### src/rtl/kbd_pkg.sv
package kbd_pkg;
  typedef enum logic [1:0] {
    SEL_ENABLE = 2'd0,
    SEL_FLAG   = 2'd1,
    SEL_LEVEL  = 2'd2,
    SEL_NONE   = 2'd3
  } kbd_sel_e;
endpackage

### src/rtl/kbd_line_sync.sv
module kbd_line_sync #(
  parameter int WIDTH = 8
) (
  input  logic             clk,
  input  logic             rst_n,
  input  logic [WIDTH-1:0] d_i,
  output logic [WIDTH-1:0] q_o
);
  logic [WIDTH-1:0] stage1_q;
  logic [WIDTH-1:0] stage2_q;

  for (genvar g = 0; g < WIDTH; g++) begin : g_bit
    always_ff @(posedge clk or negedge rst_n) begin
      if (!rst_n) begin
        stage1_q[g] <= 1'b0;
        stage2_q[g] <= 1'b0;
      end else begin
        stage1_q[g] <= d_i[g];
        stage2_q[g] <= stage1_q[g];
      end
    end
  end

  assign q_o = stage2_q;

  // cycles since reset, used only to keep the latency check within history
  logic [1:0] warm_q;
  always_ff @(posedge clk or negedge rst_n) begin
    if (!rst_n)              warm_q <= 2'd0;
    else if (warm_q != 2'd2) warm_q <= warm_q + 2'd1;
  end

  p_sync_delay_r4: assert property (@(posedge clk) disable iff (!rst_n)
    (warm_q == 2'd2) |-> (q_o == $past(d_i, 2)));
endmodule

### src/rtl/kbd_flag_cell.sv
module kbd_flag_cell (
  input  logic clk,
  input  logic rst_n,
  input  logic en_i,
  input  logic act_i,
  input  logic clr_i,
  output logic flag_o
);
  logic flag_q;
  logic evt;

  assign evt = en_i & act_i;

  always_ff @(posedge clk or negedge rst_n) begin
    if (!rst_n)     flag_q <= 1'b0;
    else if (evt)   flag_q <= 1'b1;
    else if (clr_i) flag_q <= 1'b0;
  end

  assign flag_o = flag_q;

  p_disabled_no_set_r5: assert property (@(posedge clk) disable iff (!rst_n)
    (!en_i && !flag_q) |=> !flag_q);
  p_sticky_r6: assert property (@(posedge clk) disable iff (!rst_n)
    (flag_q && !clr_i) |=> flag_q);
  p_event_wins_r8: assert property (@(posedge clk) disable iff (!rst_n)
    (en_i && act_i && clr_i) |=> flag_q);
endmodule

### src/rtl/kbd_reg_file.sv
module kbd_reg_file
  import kbd_pkg::*;
#(
  parameter int WIDTH = 8
) (
  input  logic             clk,
  input  logic             rst_n,
  input  logic             wr_i,
  input  logic             rd_i,
  input  kbd_sel_e         sel_i,
  input  logic [WIDTH-1:0] wdata_i,
  input  logic [WIDTH-1:0] flags_i,
  output logic [WIDTH-1:0] en_o,
  output logic [WIDTH-1:0] lvl_o,
  output logic [WIDTH-1:0] rdata_o
);
  logic [WIDTH-1:0] en_q;
  logic [WIDTH-1:0] lvl_q;

  always_ff @(posedge clk or negedge rst_n) begin
    if (!rst_n) begin
      en_q  <= '0;
      lvl_q <= '0;
    end else if (wr_i) begin
      if (sel_i == SEL_ENABLE) en_q  <= wdata_i;
      if (sel_i == SEL_LEVEL)  lvl_q <= wdata_i;
    end
  end

  always_comb begin
    rdata_o = '0;
    if (rd_i) begin
      unique case (sel_i)
        SEL_ENABLE: rdata_o = en_q;
        SEL_FLAG:   rdata_o = flags_i;
        SEL_LEVEL:  rdata_o = lvl_q;
        default:    rdata_o = '0;
      endcase
    end
  end

  assign en_o  = en_q;
  assign lvl_o = lvl_q;

  p_en_hold_r2: assert property (@(posedge clk) disable iff (!rst_n)
    !(wr_i && sel_i == SEL_ENABLE) |=> $stable(en_q));
  p_lvl_hold_r3: assert property (@(posedge clk) disable iff (!rst_n)
    !(wr_i && sel_i == SEL_LEVEL) |=> $stable(lvl_q));
  p_idle_read_r2: assert property (@(posedge clk) disable iff (!rst_n)
    !rd_i |-> (rdata_o == '0));
endmodule

### src/rtl/kbd_event_ctrl.sv
module kbd_event_ctrl
  import kbd_pkg::*;
#(
  parameter int N_LINES = 8
) (
  input  logic               clk,
  input  logic               rst_n,
  input  logic [N_LINES-1:0] pin_i,
  input  logic               reg_wr_i,
  input  logic               reg_rd_i,
  input  logic [1:0]         reg_sel_i,
  input  logic [N_LINES-1:0] reg_wdata_i,
  output logic [N_LINES-1:0] reg_rdata_o,
  input  logic               irq_en_i,
  output logic               irq_o,
  output logic               wake_o
);
  kbd_sel_e           sel;
  logic [N_LINES-1:0] pin_sync;
  logic [N_LINES-1:0] en;
  logic [N_LINES-1:0] lvl;
  logic [N_LINES-1:0] flags;
  logic [N_LINES-1:0] act_sync;
  logic [N_LINES-1:0] clr;
  logic               flag_wr;

  assign sel     = kbd_sel_e'(reg_sel_i);
  assign flag_wr = reg_wr_i && (sel == SEL_FLAG);

  kbd_line_sync #(.WIDTH(N_LINES)) sync_i (
    .clk  (clk),
    .rst_n(rst_n),
    .d_i  (pin_i),
    .q_o  (pin_sync)
  );

  kbd_reg_file #(.WIDTH(N_LINES)) regs_i (
    .clk    (clk),
    .rst_n  (rst_n),
    .wr_i   (reg_wr_i),
    .rd_i   (reg_rd_i),
    .sel_i  (sel),
    .wdata_i(reg_wdata_i),
    .flags_i(flags),
    .en_o   (en),
    .lvl_o  (lvl),
    .rdata_o(reg_rdata_o)
  );

  for (genvar g = 0; g < N_LINES; g++) begin : g_line
    assign act_sync[g] = ~(pin_sync[g] ^ lvl[g]);
    assign clr[g]      = flag_wr & ~reg_wdata_i[g];
    kbd_flag_cell cell_i (
      .clk   (clk),
      .rst_n (rst_n),
      .en_i  (en[g]),
      .act_i (act_sync[g]),
      .clr_i (clr[g]),
      .flag_o(flags[g])
    );
  end

  assign irq_o  = irq_en_i & (|flags);
  assign wake_o = |(en & ~(pin_i ^ lvl));

  p_irq_gate_r9: assert property (@(posedge clk) disable iff (!rst_n)
    !irq_en_i |-> !irq_o);
  p_irq_hold_r9: assert property (@(posedge clk) disable iff (!rst_n)
    (irq_o && !flag_wr) |=> (irq_o || !irq_en_i));
  p_wake_off_r10: assert property (@(posedge clk) disable iff (!rst_n)
    (en == '0) |-> !wake_o);
endmodule

### config.mk
export PLATFORM = sky130hd
export DESIGN_NAME = kbd_event_ctrl
export DESIGN_NICKNAME = d
export VERILOG_FILES = /design/src/rtl/kbd_pkg.sv /design/src/rtl/kbd_line_sync.sv /design/src/rtl/kbd_flag_cell.sv /design/src/rtl/kbd_reg_file.sv /design/src/rtl/kbd_event_ctrl.sv
export SDC_FILE = /design/constraint.sdc
export NUM_CORES = 1
export LEC_CHECK = 0
export ABC_AREA = 1
export BUFFER_PORTS_ARGS = -buffer_cell sky130_fd_sc_hd__buf_2
export CAP_MARGIN = 20
export CORE_ASPECT_RATIO = 0.75
export CORE_MARGIN = 2
export CORE_UTILIZATION = 45
export DETAILED_ROUTE_END_ITERATION = 6
export GPL_TIMING_DRIVEN = 0
export PLACE_DENSITY = 0.66
export SLEW_MARGIN = 20
export SYNTH_ARGS = -nofsm -noshare
export SYNTH_HDL_FRONTEND = slang
export SYNTH_SLANG_ARGS = --single-unit
### constraint.sdc
create_clock -name clk -period 1.2 [get_ports clk]
set_input_delay 0.24 -clock clk [delete_from_list [all_inputs] [get_ports clk]]
set_output_delay 0.24 -clock clk [all_outputs]
set_load 0.02 [all_outputs]
==> out/qor.txt <==
=================================================================================
Final setup TNS ....................................................     -2.55 ns
Die boundary width .................................................      78.5 um
DRT iter0 DRCs .....................................................           82
Clock root buffer .................................................. sky130_fd_sc_hd__clkbuf_8
Total of warnings raised by yosys ..................................            0
Normalized max-slew margin .........................................        39.7%
Cells after Synth ..................................................          233
Maximum count of clock buffers along a single path .................            2
Number of port buffers .............................................           31
Source-to-sink clock delay at the later pin of the worst-skew pair .      0.30 ns
EDFF count, synth ..................................................            0
Delay of the slowest cell on the worst path ........................      0.42 ns
RSZ-0062 raised after global routing ...............................         true
Number of clock buffers inserted by TritonCTS ......................            5
Standard-cell row count ............................................           20
I/O pin count ......................................................           33
Layout fillers .....................................................          367
Actual slew at the worst max-slew pin ..............................     0.905 ns
Type of the worst setup path .......................................   reg -> out
Clk sinks ..........................................................           40
Sequential element share of the synthesized area ...................        53.4%
Violations in the final reports .................................... negative setup slack
Estimated wirelength of the detail-placed design ...................      2900 um
Dominant cells by area after synthesis ............................. sky130_fd_sc_hd__dfrtp_1, sky130_fd_sc_hd__nand2_1, sky130_fd_sc_hd__nand3_1
Wirelength, routed .................................................      4770 um
Vias in the first global route .....................................        1,556
Clock tree from TritonCTS ..........................................          yes
Most common cell after layout, fill and taps aside ................. sky130_fd_sc_hd__nand2_1
Average via count per standard cell ................................         4.83
Number of antenna cells inserted ...................................            0
Largest vdd supply drop ............................................     0.850 mV
Critical Path Slowest Stage Cell ................................... sky130_fd_sc_hd__dfrtp_1
Power per Cell Area ................................................ 1470 nW/um^2
Combined area of all synthesized cells .............................    1880 um^2
Leak pwr ...........................................................      1.35 nW
Congestion Overflow GR .............................................            0
Overall fraction of global-route tracks in use .....................        22.0%
Cell-by-cell listing of the critical path .......................... buf_4, buf_6, nand2_1, nand3_1, nand2_1, inv_1, buf_4
Data arrival time of the critical path .............................      1.33 ns
Worst Path Required ................................................      0.96 ns
Maximum operating frequency ........................................    0.638 GHz
Setup Viol. Count Final ............................................           10
Worst-case setup margin in the final layout ........................    -0.369 ns
Number of storage elements in the synthesis netlist ................           40
Area of the core region ............................................    4030 um^2
Number of antenna violations at the first check in global routing ..            0
Post-route fraction of the period consumed by the critical path ....         131%
Floorplan die height ...............................................      59.9 um
Library cell occupying the most area in the post-synthesis netlist . sky130_fd_sc_hd__dfrtp_1
Layout Skew ........................................................   0.00515 ns
Global-route wire length before repair .............................      7540 um
Smallest hold slack ................................................    0.0588 ns
Count of cell types in the netlist .................................           16
Number of placed instances, taps included ..........................          319
Status ............................................................. complete, but fails checks
Post-Syn Nets ......................................................          256
Worst hold-check path type .........................................  in -> async
Max Fanout on Critical Path ........................................            3
Maximum number of pins on one net before global-route repair .......           41
Number of remaining DRC errors .....................................            0
Number of hold buffers added after cts .............................            0
Clock-pin slew on the worst setup and hold paths ...................      0.08 ns
Area of the die ....................................................    4710 um^2
Synthesized area per cell ..........................................    8.05 um^2
Count of max-cap constraint violations .............................            0
Gpl congestion .....................................................        0.772
Primary FF master, synth ........................................... sky130_fd_sc_hd__dfrtp_1
Non-filler cells, final ............................................          349
Crit start category ................................................    flip-flop
Number of nets in the layout .......................................          316
Fraction of synthesis flops using an asynchronous set or reset pin .         100%
Clock period minus worst slack .....................................      1.57 ns
Share of Yosys cell area claimed by the top area cell type .........        53.4%
Worst path bufs/invs ...............................................            4
Drt pass-1 iters ...................................................            4
Kind of cell with the highest combined delay on the critical path .. buffers and inverters
Number of nets still failing antenna checks after routing ..........            0
Total vias in the final route ......................................        1,687
Routed wire per std cell ...........................................      13.7 um
H-tree level count .................................................            2
Area grow syn2layout ...............................................        36.7%
Minimum setup slack after placement ................................    -0.300 ns
Kind of end point of the critical path .............................  output port
Final-report hold violation count ..................................            0
Initial Util .......................................................        46.6%
Leading cell types in the layout, fill and taps excluded ........... sky130_fd_sc_hd__nand2_1, sky130_fd_sc_hd__dfrtp_1, sky130_fd_sc_hd__buf_2
Proportion of layout cells with a drive suffix above 1 .............        40.8%
Final Max Tran Viols ...............................................            0
=================================================================================
area by class of cell:
class | count | area (um^2) | share of cell area, %
timing repair buffer | 52 | 408 | 15.9
inverter | 34 | 128 | 4.98
clock buffer | 5 | 68.8 | 2.68
clock inverter | 3 | 42.5 | 1.66
tap | 55 | 68.8 | 2.68
buffer | 3 | 27.5 | 1.07
multi-input combinational | 157 | 818 | 31.9
sequential | 40 | 1000 | 39.1
Yosys cell counts, types with 2 or more instances:
cell and count:
sky130_fd_sc_hd__nand2_4 2, sky130_fd_sc_hd__o21ai_2 4, sky130_fd_sc_hd__nand3_1 24, sky130_fd_sc_hd__buf_6 2
sky130_fd_sc_hd__nand2_1 87, sky130_fd_sc_hd__o21ai_1 20, sky130_fd_sc_hd__inv_2 2, sky130_fd_sc_hd__nor2_1 6
sky130_fd_sc_hd__dfrtp_1 40, sky130_fd_sc_hd__nor2_4 2, sky130_fd_sc_hd__inv_1 32, sky130_fd_sc_hd__or2_2 8
sequential cells by signal, summed over array words and instances (netlist names):
signal,cells
regs_i.lvl_o,8
regs_i.en_o,8
sync_i.q_o,8
g_line.cell_i.flag_o,8
sync_i.stage1_q,8
timing repair:
action                                  CTS  global route
buffers inserted                         21             4
gates resized for setup                  33            33
endpoints found under the setup margin   10            11
pin swaps                                10             6
gates cloned                              1             0
power breakdown:
group | internal (mW) | total, mW | switching, mW
Combinational | 0.467 | 0.952 | 0.486
Clock | 0.616 | 1.12 | 0.509
Sequential | 1.52 | 1.68 | 0.160
cell families after synthesis:
kind of cell | after synthesis | share of synthesized area, %
buffers and inverters | 37 | 8.27
AO/OA/AOI/OAI | 25 | 7.61
flip-flops | 40 | 53.4
AND/OR/NAND/NOR | 131 | 30.8
per-layer routing:
metal	wire, um	vias to the layer above	GRT usage [%]
met2	2190	39	33.0
met4	65	0	8.27
met3	232	8	5.14
met5	0	-	0
li1	-	840	-
met1	2280	800	31.3
path summary, 6_finish.rpt:
kind	from	endpoint	slack, ns	cells after the start
max reg2reg	regs_i.lvl_o[4]	g_line[4].cell_i.flag_o	0.09	6
min in group clk	pin_i[3]	sync_i.stage1_q[3]	0.07	1
max	regs_i.lvl_o[7]	reg_rdata_o[7]	-0.37	7
min	rst_n	sync_i.q_o[3]	0.06	1
min reg2reg	sync_i.stage1_q[6]	sync_i.q_o[6]	0.35	0
max in group asynchronous	rst_n	regs_i.en_o[6]	0.53	1
per-stage QoR:
stage                     utilization, %  power (mW)  area [um^2]
after floorplan                        -        2.09         1880
after global placement              52.1        2.31         2100
after detailed placement            52.1        2.33         2100
after CTS                           61.3        3.67         2470
after global routing                63.6        3.95         2560
final                               63.6        3.76         2560
No activity file was read; power rests on OpenSTA's default activity.
